<file path="src/rtl/pxfer_pkg.sv">
package pxfer_pkg;

   typedef enum logic [2:0] {
      M_BUF0WR    = 3'd0,
      M_UFLOW     = 3'd1,
      M_DETECT    = 3'd2,
      M_AND       = 3'd3,
      M_OR        = 3'd4,
      M_OS_DETECT = 3'd5,
      M_OS_AND    = 3'd6,
      M_OS_OR     = 3'd7
   } xfer_mode_e;

   function automatic logic mode_is_oneshot(xfer_mode_e m);
      return (m == M_OS_DETECT) || (m == M_OS_AND) || (m == M_OS_OR);
   endfunction

   function automatic logic mode_is_and(xfer_mode_e m);
      return (m == M_AND) || (m == M_OS_AND);
   endfunction

endpackage

</file>
<file path="src/rtl/pxfer_bank.sv">
module pxfer_bank #(
   parameter int DATA_W  = 16,
   parameter int NUM_BUF = 12,
   parameter int IDX_W   = 4
) (
   input  logic                  clk,
   input  logic                  rst_n,
   input  logic [NUM_BUF-1:0]    wr_sel,
   input  logic [DATA_W-1:0]     wr_data,
   input  logic [DATA_W/8-1:0]   wr_be,
   input  logic [IDX_W-1:0]      rd_idx,
   output logic [DATA_W-1:0]     rd_word,
   output logic [DATA_W-1:0]     buf0_next
);

   localparam int BE_W = DATA_W / 8;

   logic [DATA_W-1:0] mem [NUM_BUF];
   logic [DATA_W-1:0] merged [NUM_BUF];

   for (genvar b = 0; b < NUM_BUF; b++) begin : g_buf
      for (genvar y = 0; y < BE_W; y++) begin : g_byte
         assign merged[b][y*8 +: 8] = wr_be[y] ? wr_data[y*8 +: 8] : mem[b][y*8 +: 8];
      end

      always_ff @(posedge clk or negedge rst_n) begin
         if (!rst_n) begin
            mem[b] <= '0;
         end else if (wr_sel[b]) begin
            mem[b] <= merged[b];
         end
      end
   end

   assign buf0_next = wr_sel[0] ? merged[0] : mem[0];

   always_comb begin
      rd_word = '0;
      for (int i = 0; i < NUM_BUF; i++) begin
         if (int'(rd_idx) == i) begin
            rd_word = mem[i];
         end
      end
   end

endmodule

</file>
<file path="src/rtl/pxfer_trig.sv">
module pxfer_trig
   import pxfer_pkg::*;
(
   input  logic       clk,
   input  logic       rst_n,
   input  xfer_mode_e mode,
   input  logic       buf0_wr,
   input  logic       tmr_ev,
   input  logic       pos_ev,
   input  logic       mode_wr,
   input  logic       out_wr,
   output logic       fire,
   output logic       armed
);

   logic seen_t, seen_p;
   logic hit, oneshot, and_mode;

   assign oneshot  = mode_is_oneshot(mode);
   assign and_mode = mode_is_and(mode);

   always_comb begin
      unique case (mode)
         M_BUF0WR:               hit = buf0_wr;
         M_UFLOW:                hit = tmr_ev;
         M_DETECT, M_OS_DETECT:  hit = pos_ev;
         M_AND, M_OS_AND:        hit = (seen_t | tmr_ev) & (seen_p | pos_ev);
         M_OR, M_OS_OR:          hit = tmr_ev | pos_ev;
         default:                hit = 1'b0;
      endcase
   end

   assign fire = hit && (!oneshot || armed);

   always_ff @(posedge clk or negedge rst_n) begin
      if (!rst_n) begin
         seen_t <= 1'b0;
         seen_p <= 1'b0;
      end else if (mode_wr || fire || !and_mode) begin
         seen_t <= 1'b0;
         seen_p <= 1'b0;
      end else begin
         seen_t <= seen_t | tmr_ev;
         seen_p <= seen_p | pos_ev;
      end
   end

   always_ff @(posedge clk or negedge rst_n) begin
      if (!rst_n) begin
         armed <= 1'b1;
      end else if (mode_wr || out_wr) begin
         armed <= 1'b1;
      end else if (fire && oneshot) begin
         armed <= 1'b0;
      end
   end

endmodule

</file>
<file path="src/rtl/pulse_xfer_ctrl.sv">
module pulse_xfer_ctrl
   import pxfer_pkg::*;
#(
   parameter int DATA_W  = 16,
   parameter int NUM_BUF = 12,
   parameter int PTR_LSB = 12,
   parameter int ADDR_W  = 4
) (
   input  logic                 clk,
   input  logic                 rst_n,
   input  logic                 wr_en,
   input  logic [ADDR_W-1:0]    wr_addr,
   input  logic [DATA_W-1:0]    wr_data,
   input  logic [DATA_W/8-1:0]  wr_be,
   input  logic                 tmr_uflow,
   input  logic                 pos_det,
   output logic [DATA_W-1:0]    out_word
);

   localparam int IDX_W     = $clog2(NUM_BUF);
   localparam int BE_W      = DATA_W / 8;
   localparam int OUT_ADDR  = NUM_BUF;
   localparam int MODE_ADDR = NUM_BUF + 1;

   if (DATA_W % 8 != 0) begin : g_chk_data
      $error("DATA_W must be a whole number of bytes");
   end
   if (NUM_BUF < 2) begin : g_chk_buf
      $error("NUM_BUF must be at least 2");
   end
   if (PTR_LSB + IDX_W > DATA_W) begin : g_chk_ptr
      $error("pointer field does not fit in the data word");
   end
   if ((1 << ADDR_W) < NUM_BUF + 2) begin : g_chk_addr
      $error("ADDR_W too narrow for the register map");
   end

   logic [NUM_BUF-1:0] buf_sel;
   logic               cpu_out_wr, mode_wr, buf0_wr;
   xfer_mode_e         mode_q;
   logic [DATA_W-1:0]  out_q, rd_word, buf0_next, src_word;
   logic [IDX_W-1:0]   ptr, rd_idx;
   logic               idx_ok, fire, load, armed;

   always_comb begin
      for (int i = 0; i < NUM_BUF; i++) begin
         buf_sel[i] = wr_en && (int'(wr_addr) == i) && (|wr_be);
      end
   end

   assign cpu_out_wr = wr_en && (int'(wr_addr) == OUT_ADDR) && (&wr_be);
   assign mode_wr    = wr_en && (int'(wr_addr) == MODE_ADDR) && wr_be[0];
   assign buf0_wr    = buf_sel[0];

   always_ff @(posedge clk or negedge rst_n) begin
      if (!rst_n) begin
         mode_q <= M_BUF0WR;
      end else if (mode_wr) begin
         mode_q <= xfer_mode_e'(wr_data[2:0]);
      end
   end

   assign ptr    = out_q[PTR_LSB +: IDX_W];
   assign rd_idx = (mode_q == M_BUF0WR) ? '0 : ptr;
   assign idx_ok = int'(rd_idx) < NUM_BUF;

   pxfer_bank #(
      .DATA_W  (DATA_W),
      .NUM_BUF (NUM_BUF),
      .IDX_W   (IDX_W)
   ) i_bank (
      .clk       (clk),
      .rst_n     (rst_n),
      .wr_sel    (buf_sel),
      .wr_data   (wr_data),
      .wr_be     (wr_be),
      .rd_idx    (rd_idx),
      .rd_word   (rd_word),
      .buf0_next (buf0_next)
   );

   pxfer_trig i_trig (
      .clk     (clk),
      .rst_n   (rst_n),
      .mode    (mode_q),
      .buf0_wr (buf0_wr),
      .tmr_ev  (tmr_uflow),
      .pos_ev  (pos_det),
      .mode_wr (mode_wr),
      .out_wr  (cpu_out_wr),
      .fire    (fire),
      .armed   (armed)
   );

   assign src_word = (mode_q == M_BUF0WR) ? buf0_next : rd_word;
   assign load     = fire && idx_ok && !cpu_out_wr;

   always_ff @(posedge clk or negedge rst_n) begin
      if (!rst_n) begin
         out_q <= '0;
      end else if (cpu_out_wr) begin
         out_q <= wr_data;
      end else if (load) begin
         out_q <= src_word;
      end
   end

   assign out_word = out_q;

endmodule

</file>
<file path="config.mk">
export PLATFORM = sky130hd
export DESIGN_NAME = pulse_xfer_ctrl
export DESIGN_NICKNAME = d
export VERILOG_FILES = /design/src/rtl/pxfer_pkg.sv /design/src/rtl/pxfer_bank.sv /design/src/rtl/pxfer_trig.sv /design/src/rtl/pulse_xfer_ctrl.sv
export SDC_FILE = /design/constraint.sdc
export NUM_CORES = 1
export LEC_CHECK = 0
export BUFFER_PORTS_ARGS = -buffer_cell sky130_fd_sc_hd__buf_2
export CORE_MARGIN = 4
export CORE_UTILIZATION = 40
export CTS_CLUSTER_SIZE = 20
export DETAILED_ROUTE_END_ITERATION = 12
export PLACE_DENSITY_LB_ADDON = 0.05
export SKIP_LAST_GASP = 1
export SYNTH_ARGS = -nofsm -noshare
export SYNTH_HDL_FRONTEND = slang
export SYNTH_SLANG_ARGS = --single-unit
</file>
<file path="constraint.sdc">
create_clock -name clk -period 2.9 [get_ports clk]
set_input_delay 0 -clock clk [delete_from_list [all_inputs] [get_ports clk]]
set_output_delay 0 -clock clk [all_outputs]
set_load 0.02 [all_outputs]
</file>
---- After elaboration in Yosys (flattened, before gate mapping) ----
Index checks and enable logic that the tools add are counted.
operators by class
  bitwise operators ....................... 4
  mux-type cells .......................... 24
  equality and inequality tests ........... 31
  order comparisons ....................... 1
  reductions and logical operators ........ 74
operator list
  operator                                                                number
  16-bit 2-to-1 mux                                                       16
  4-bit equality test (second input constant)                             16
  2-bit AND reduction                                                     23
  1-bit logical AND                                                       32
  4-bit by 3-bit equality test with 1-bit output (second input constant)  6
  8-bit 2-to-1 mux                                                        2
  3-bit equality test (second input constant)                             4
  4-bit by 2-bit equality test with 1-bit output (second input constant)  2
  4-bit logical NOT                                                       2
  2-bit OR reduction                                                      4
  1-bit logical OR                                                        7
  3-bit by 2-bit equality test with 1-bit output (second input constant)  2
  1-bit case mux with 5 select lines                                      1
  4-bit less-than comparator (second input constant)                      1
  1-bit 2-to-1 mux                                                        4
  4-bit 2-to-1 mux                                                        1
  2-bit nonzero test                                                      2
  3-bit by 1-bit equality test with 1-bit output (second input constant)  1
  1-bit logical NOT                                                       3
  3-bit logical NOT                                                       1
  1-bit bitwise OR                                                        3
  1-bit AND                                                               1
storage, ports and cells
  word-level logic and storage cells ...... 162
  flip-flop bits (word level) ............. 214
  output and inout port bits .............. 16

---- Logic depth before layout (Yosys ltp) ----
Gate-level depths: netlist of run 1.
  depth in word-level cells ............... 18
  depth in mapped cells ................... 10

---- Modules after synthesis ----
Synthesis of run 1 repeated with hierarchy kept, for this count alone.
second synthesis, totals
  cell total of the unflattened synthesis .. 902
  area total of the unflattened synthesis .. 10,789.1 µm²
by module, submodules not included
  module           cells each  area an instance (µm²)  times used
  pxfer_bank       713         9,262.6                 1
  pulse_xfer_ctrl  160         1,290.0                 1
  pxfer_trig       29          236.5                   1

---- Least setup slack after synthesis of run 1 ----
OpenSTA, ideal clock, no wires.
  path kind ............................... register to register
  from .................................... reg out_q[13], in the netlist out_word[13]
  to ...................................... reg out_q[5], in the netlist out_word[5]
  setup time .............................. 126 ps
  arrival ................................. 2,082 ps
  slack ................................... 692 ps
  period minus slack after synthesis ...... 2,208 ps
  stages on the path, launching flop included .. 10
  cell sequence ........................... dfrtp_1 > buf_2 > buf_2 > buf_2 > a21o_1 > a21oi_1 > o311ai_0 > a222oi_1 > o32ai_1 > a221o_1
between the ends
  longest elaborated chain between the ends .. 17
ends and longest elaborated chain
  element                           RTL line                source
  start, declared                   pulse_xfer_ctrl.sv:41   logic [DATA_W-1:0] out_q, rd_word, buf0_next, src_word;
  start signal, assigned            pulse_xfer_ctrl.sv:102  out_q <= wr_data;
  start signal, assigned            pulse_xfer_ctrl.sv:104  out_q <= src_word;
  4-bit 2-to-1 mux *                pulse_xfer_ctrl.sv:64   assign rd_idx = (mode_q == M_BUF0WR) ? '0 : ptr;
  4-bit logical NOT                 pxfer_bank.sv:40        if (int'(rd_idx) == i) begin
  16-bit 2-to-1 mux (12 in series)  pxfer_bank.sv:40
  16-bit 2-to-1 mux                 pulse_xfer_ctrl.sv:95   assign src_word = (mode_q == M_BUF0WR) ? buf0_next : rd_word;
  16-bit 2-to-1 mux                 pulse_xfer_ctrl.sv:103  end else if (load) begin
  16-bit 2-to-1 mux                 pulse_xfer_ctrl.sv:101  end else if (cpu_out_wr) begin
Every way passes the cells marked *; elsewhere a longest branch is shown, timed or not. The select of a mux whose other input is x is not followed.
A chain may end at the register's enable or synchronous reset.

---- Worst setup path after layout of run 1 ----
  from .................................... reg mode_q[2]
  to ...................................... reg out_q[9], in the netlist out_word[9]
between the ends
  longest elaborated chain between the ends .. 18
ends and longest elaborated chain
  element                           RTL line                                                        source
  start, declared                   pulse_xfer_ctrl.sv:40                                           xfer_mode_e mode_q;
  start signal, assigned            pulse_xfer_ctrl.sv:59                                           mode_q <= xfer_mode_e'(wr_data[2:0]);
  3-bit logical NOT                 pxfer_trig.sv:23, pulse_xfer_ctrl.sv:64, pulse_xfer_ctrl.sv:95
  4-bit 2-to-1 mux                  pulse_xfer_ctrl.sv:64
  4-bit logical NOT                 pxfer_bank.sv:40
  16-bit 2-to-1 mux (12 in series)  pxfer_bank.sv:40
  16-bit 2-to-1 mux                 pulse_xfer_ctrl.sv:95
  16-bit 2-to-1 mux                 pulse_xfer_ctrl.sv:103
  16-bit 2-to-1 mux                 pulse_xfer_ctrl.sv:101
Parallel ways exist; a longest one is shown, timed or not. The select of a mux whose other input is x is not followed.

==> results of run 1 <==
worst max-delay path: cells and delay by family, from the launching register on:
kind / cells / cell delay, ps
AOI/OAI and AO/OA: 5 / 1100
and+or+nand+nor: 1 / 650
DFF: 1 / 450
buffers and inverters: 1 / 310
power breakdown:
part           switching, mW  internal [mW]  leakage [nW]
logic                   2.08           1.62          2.38
clock network           1.25           2.18         0.440
registers              0.412           3.56          2.77
cell families (layout without fill, tap and decap cells):
kind of cell,count (synthesis),after routing
and+or+nand+nor,167,167
AOI/OAI and AO/OA,221,221
adders and majority gates,1,1
DFF,214,214
buffers and inverters,73,172
muxes,231,231
registers in the layout, indices dropped and copies added (netlist names):
register and flops:
i_trig.seen_t 1, i_trig.seen_p 1, i_trig.armed 1, mode_q 3
out_word 16, i_bank.mem 192
worst max path at each step:
stage                 start      endpoint
6_report          mode_q[2]   out_word[9]
5_1_grt           mode_q[2]   out_word[8]
4_1_cts           mode_q[2]   out_word[9]
3_5_place_dp      mode_q[2]   out_word[8]
3_3_place_gp   out_word[13]  out_word[13]
2_1_floorplan  out_word[13]   out_word[5]
area by class of cell:
cell class	instances	area, sq um	area share
inverters	9	33.78	0.002686
flip-flops and latches	214	5359	0.4261
well taps	335	419.2	0.03333
repair buffers	118	873.3	0.06944
clock inverters	9	172.7	0.01373
clock buffers	36	726.9	0.05780
multi-input cells	620	4992	0.3969
metal layers:
metal	global-route usage	vias to the layer above	wire (um)
met4	0.06200	0	809
met1	0.3285	4115	15270
met2	0.3400	294	14650
met5	0	-	0
li1	-	3551	-
met3	0.04849	55	2378
stage by stage:
step / total power [mW] / cell area, sq um / hold WS (ps)
floorplan: 6.358 / 10670 / -295.6
global placement: 7.563 / 11500 / 82.24
detailed placement: 7.662 / 11500 / 95.94
CTS: 11.15 / 12580 / 6.275
global route: 11.66 / 12580 / 5.757
finish: 11.10 / 12580 / 9.343
layout by cell type (no fill, tap or decap), drive strengths merged, types with 3 or more instances in the layout:
master and instances:
o22ai 22, a21o 7, nor3b 6, a22oi 11, nand2 34, o211ai 3
bufinv 5, mux2i 26, a21oi 48, o31ai 9, o22a 15, nand3b 4
a221o 11, nor4 4, nand2b 13, dfrtp 213, mux2 205, dlygate4sd3 18
nor2b 11, nor2 56, a2bb2oi 6, or2 3, a211oi 12, o221ai 4
a221oi 4, clkinv 4, a32oi 5, clkbuf 36, nand3 8, inv 8
nor3 15, buf 100, o21ai 29, a31oi 7, a22o 17
==> flow_summary_export.csv, run 1 <==
group,metric,value,unit
run_status,outcome,"finished clean",
placement,placed_cells,1278,
global_route,grt.total_usage,0.2247,
setup_path,path_max_fanout,14,
drt,vias_per_cell,5.977,
finish,antenna_cells,0,
die,die-area,29360,sq um
setup_path,cp_data_required_time,3300,ps
die,core,26130,sq um
min_path,hold_depth,2,
yosys,syn-instance-count,907,
drt,postRouteAntennaNets,0,
min_path,min_to,"i_bank.mem[170]",
sta,finalHoldViolations,0,
placement,gp_congestion,0.8965,
setup_path,worstReg2RegStart,"mode_q[2]",
min_path,min_from,"wr_data[10]",
die,core.rowCount,59,
finish,final_cells,1341,
yosys,synth_cell_types,65,
drt,drc,0,
global_route,grt_pass1_wl,50620,um
finish,fill_cells,2369,
sta,period_needed,2637,ps
finish,drive_gt1_frac,0.3569,
finish,utilization,0.4813,
yosys,synthTopCellsByArea,"dfrtp_1, mux2_2, mux2i_1",
sta,slew_headroom,0.1985,
setup_path,worst_path_largest_cell_delay,650,ps
min_path,hold_path_class,"input pin to flip-flop",
global_route,grt_max_degree,96,
die,die_y,171.3,um
setup_path,crit_path_start_kind,"flip-flop",
clocking,clock-root-buffer,"clkbuf_16",
sta,fin_setup_tns,0,ps
drt,wire_per_inst,24.68,um
yosys,yosys-top-cells-count,"dfrtp_1, mux2_2, nor2_1",
yosys,yosys.area.top_type,"dfrtp_1",
die,die_w,171.3,um
die,start_util,0.4084,
clocking,cts_buffer_depth,3,
drt,firstDrtPassIters,7,
yosys,synth-simple-area-share,0.07985,
power_and_ir_drop,leakagePower,5.589,nW
drt,first_iter_violations,750,
yosys,synth_top_area_share,0.4995,
clocking,cts.reportedPaths.clkPinSlew,60,ps
global_route,overflow,0,
sta,post-route-period-util,0.9093,
power_and_ir_drop,power_density,882.4,nW/um^2
placement,port_buffers,42,
yosys,syn-cell-area,10670,sq um
yosys,synth_fp_nets,934,
yosys,yosysSeqAreaShare,0.5019,
setup_path,criticalPathCategory,"flip-flop to flip-flop",
yosys,ys_ff_latch,214,
yosys,synth_xor_area_frac,0,
die,io_pins,43,
clocking,cts_tree,"done",
setup_path,critical_path_arrival,3040,ps
yosys,ys.flop_type,"dfrtp_1",
clocking,cts.sinks,214,
yosys,synth_edf_count,0,
sta,drv_slew,0,
finish,area_growth,17.86,%
global_route,grt_pass1_vias,8211,
setup_path,end_kind,"flip-flop",
setup_path,cpMaxStageDelayCell,"or3_1",
yosys,synth_compound_area_frac,0.1461,
clocking,cts-buffers-inserted,25,
placement,dpl_worst_slack,332.8,ps
placement,hpwl,22450,um
setup_path,cp_cell_sequence,"or3_1 -> buf_4 -> a211oi_1 -> a21oi_1 -> o22a_1 -> o22a_1 -> a221o_1",
sta,worst_pin_slew,1198,ps
clocking,cts_setup_buffers,0,
yosys,syn_area_per_cell,11.77,sq um
clocking,htree_levels,1,
sta,grt_setup_unrepaired,"no",
setup_path,path_common_cell,"o22a_1",
yosys,yosysWarningCount,0,
yosys,synth_top_family_by_area,"multiplexers",
finish,fin_nets,1015,
yosys,ys_async_sr_fraction,1.000,
setup_path,reg2reg_depth,7,
power_and_ir_drop,ir_drop,0.3922,mV
yosys,synth_fa_ha_area_frac,0.0009380,
yosys,synth_most_common_cell,"dfrtp_1",
setup_path,rrSetupSlack,260,ps
clocking,holdBufCountCts,18,
clocking,clock_latency,520,ps
yosys,muxShareOfSynthArea,0.2407,
drt,num_vias,8015,
sta,max_freq,0.3792,GHz
setup_path,reg2reg_to,"out_word[9]",
sta,final-setup-viol-count,0,
sta,fin_skew,8.919,ps
drt,routed_wl,33100,um
clocking,cts_resized,0,
global_route,antenna_found_initial,1,
sta,fin_ws,263.0,ps
job,drv_cap,0,
No activity file was read; power rests on OpenSTA's default activity.
==> run 2, diff against run 1 <==
Settings changed: HOLD_SLACK_MARGIN from default to 0.08.
==> flow_summary_export.csv, run 2 (synthesis results as in run 1) <==
group,metric,value,unit
drt,routed_wl,33130,um
setup_path,cp_data_required_time,3300,ps
drt,postRouteAntennaNets,0,
placement,port_buffers,42,
sta,finalHoldViolations,0,
finish,layout.cells.most_common,"dfrtp_1",
die,core.rowCount,59,
placement,gp_congestion,0.8965,
sta,period_needed,2626,ps
clocking,cts_resized,0,
setup_path,rrSetupSlack,270,ps
global_route,grt_max_degree,96,
die,die_w,171.3,um
drt,firstDrtPassIters,5,
setup_path,worstReg2RegStart,"mode_q[2]",
setup_path,end_kind,"flip-flop",
finish,largest-register,"i_bank.mem",
setup_path,reg2reg_to,"out_word[8]",
min_path,hold_path_class,"input pin to asynchronous set/reset pin",
finish,final_cells,1352,
die,core,26130,sq um
setup_path,critPathCapture,"out_word[8]",
clocking,clock-root-buffer,"clkbuf_16",
global_route,antenna_found_initial,1,
die,io_pins,43,
finish,largest_reg_flops,192,
job,drv_cap,0,
setup_path,crit_start,"mode_q[2]",
finish,final_cell_area,12690,sq um
finish,layout_common_cells,"dfrtp_1, mux2_2, nor2_1",
sta,post-route-period-util,0.9055,
clocking,cts.sinks,214,
global_route,grt.total_usage,0.2255,
global_route,grt_pass1_vias,8235,
drt,drc,0,
power_and_ir_drop,pwr-share-clk,0.308,
finish,antenna_cells,0,
drt,wl_met1,15220,um
run_status,outcome,"finished clean",
setup_path,critical_path_arrival,3030,ps
power_and_ir_drop,leakagePower,5.637,nW
setup_path,path_max_fanout,14,
power_and_ir_drop,p_int,7.371,mW
power_and_ir_drop,p_sw,3.741,mW
die,die_y,171.3,um
clocking,cts_tree,"done",
drt,dr.max_layer_used,"met4",
clocking,htree_levels,1,
clocking,cts_buffer_depth,3,
clocking,cts-buffers-inserted,25,
drt,vias_per_cell,5.962,
setup_path,reg2reg_depth,7,
die,start_util,0.4084,
placement,placed_cells,1278,
drt,wl_met3,2355,um
sta,fin_setup_tns,0,ps
finish,utilization,0.4855,
drt,num_vias,8060,
placement,placed_area,11500,sq um
sta,fin_skew,7.925,ps
sta,grt_setup_unrepaired,"no",
power_and_ir_drop,ir_drop,0.3962,mV
finish,multi_input_area,4992,sq um
finish,fin_nets,1026,
finish,ff_latch_area,5359,sq um
sta,worst_pin_slew,1151,ps
finish,fill_cells,2362,
clocking,clock_latency,520,ps
power_and_ir_drop,finalPower,11.11,mW
drt,wl_met2,14690,um
sta,drv_slew,0,
drt,first_iter_violations,761,
power_and_ir_drop,seq_power_share,0.358,
sta,final-setup-viol-count,0,
die,die-area,29360,sq um
clocking,cts_setup_buffers,0,
drt,wire_per_inst,24.51,um
clocking,cts.reportedPaths.clkPinSlew,60,ps
global_route,grt_pass1_wl,50800,um
finish,drive_gt1_frac,0.3530,
power_and_ir_drop,netSwitchingFraction,0.3367,
setup_path,crit_path_start_kind,"flip-flop",
placement,hpwl,22450,um
sta,max_freq,0.3808,GHz
setup_path,criticalPathCategory,"flip-flop to flip-flop",
finish,area_growth,18.89,%
power_and_ir_drop,power_frac_comb,0.334,
global_route,overflow,0,
power_and_ir_drop,power_density,875.8,nW/um^2
sta,slew_headroom,0.2296,
[run 2: layer usage]
metal / vias up / global-route usage
li1: 3570 / -
met3: 59 / 0.04941
met1: 4151 / 0.3293
met5: - / 0
met4: 0 / 0.06200
met2: 280 / 0.3410
[run 2: cell type report]
class | count | share of cell area
Multi-Input combinational cell | 620 | 0.3935
Sequential cell | 214 | 0.4224
Inverter | 9 | 0.002663
Clock inverter | 9 | 0.01361
Timing Repair Buffer | 129 | 0.07751
Tap cell | 335 | 0.03304
Clock buffer | 36 | 0.05730
[run 2: power groups by stage]
stage / clock network (mW) / logic [mW] / registers [mW]
after floorplan: 0 / 2.42 / 3.94
after global placement: 0 / 3.57 / 3.99
after detailed placement: 0 / 3.64 / 4.02
after CTS: 3.50 / 3.69 / 3.97
after global routing: 3.62 / 4.01 / 4.05
final: 3.42 / 3.72 / 3.97
[run 2: how the worst min path moves through the flow]
stage	start	to	slack, ps	cells after the start
3_5_place_dp	rst_n	i_bank.mem[169]	100	1
3_3_place_gp	rst_n	i_bank.mem[137]	80	1
6_report	rst_n	i_bank.mem[138]	100	2
5_1_grt	rst_n	i_bank.mem[169]	160	2
2_1_floorplan	rst_n	i_bank.mem[0]	-300	0
4_1_cts	rst_n	i_bank.mem[169]	130	2
[run 2: per-stage QoR]
step	hold slack, ps	setup slack [ps]
floorplan	-295.6	692.3
finish	95.39	274.1
detailed placement	95.94	332.8
CTS	134.4	322.1
global route	164.7	186.3
global placement	82.24	404.2
[run 2: timing repair]
action / CTS / global route
hold buffers: 29 / 0
hold endpoints to repair: 301 / 0
setup endpoints to repair: 0 / 0
[run 2: critical path, stage by stage (launching register included)]
cell      delay, ps
dfrtp_1         440
or3_1           650
buf_4           310
a211oi_1        260
a21oi_1          70
o22a_1          230
o22a_1          210
a221o_1         310
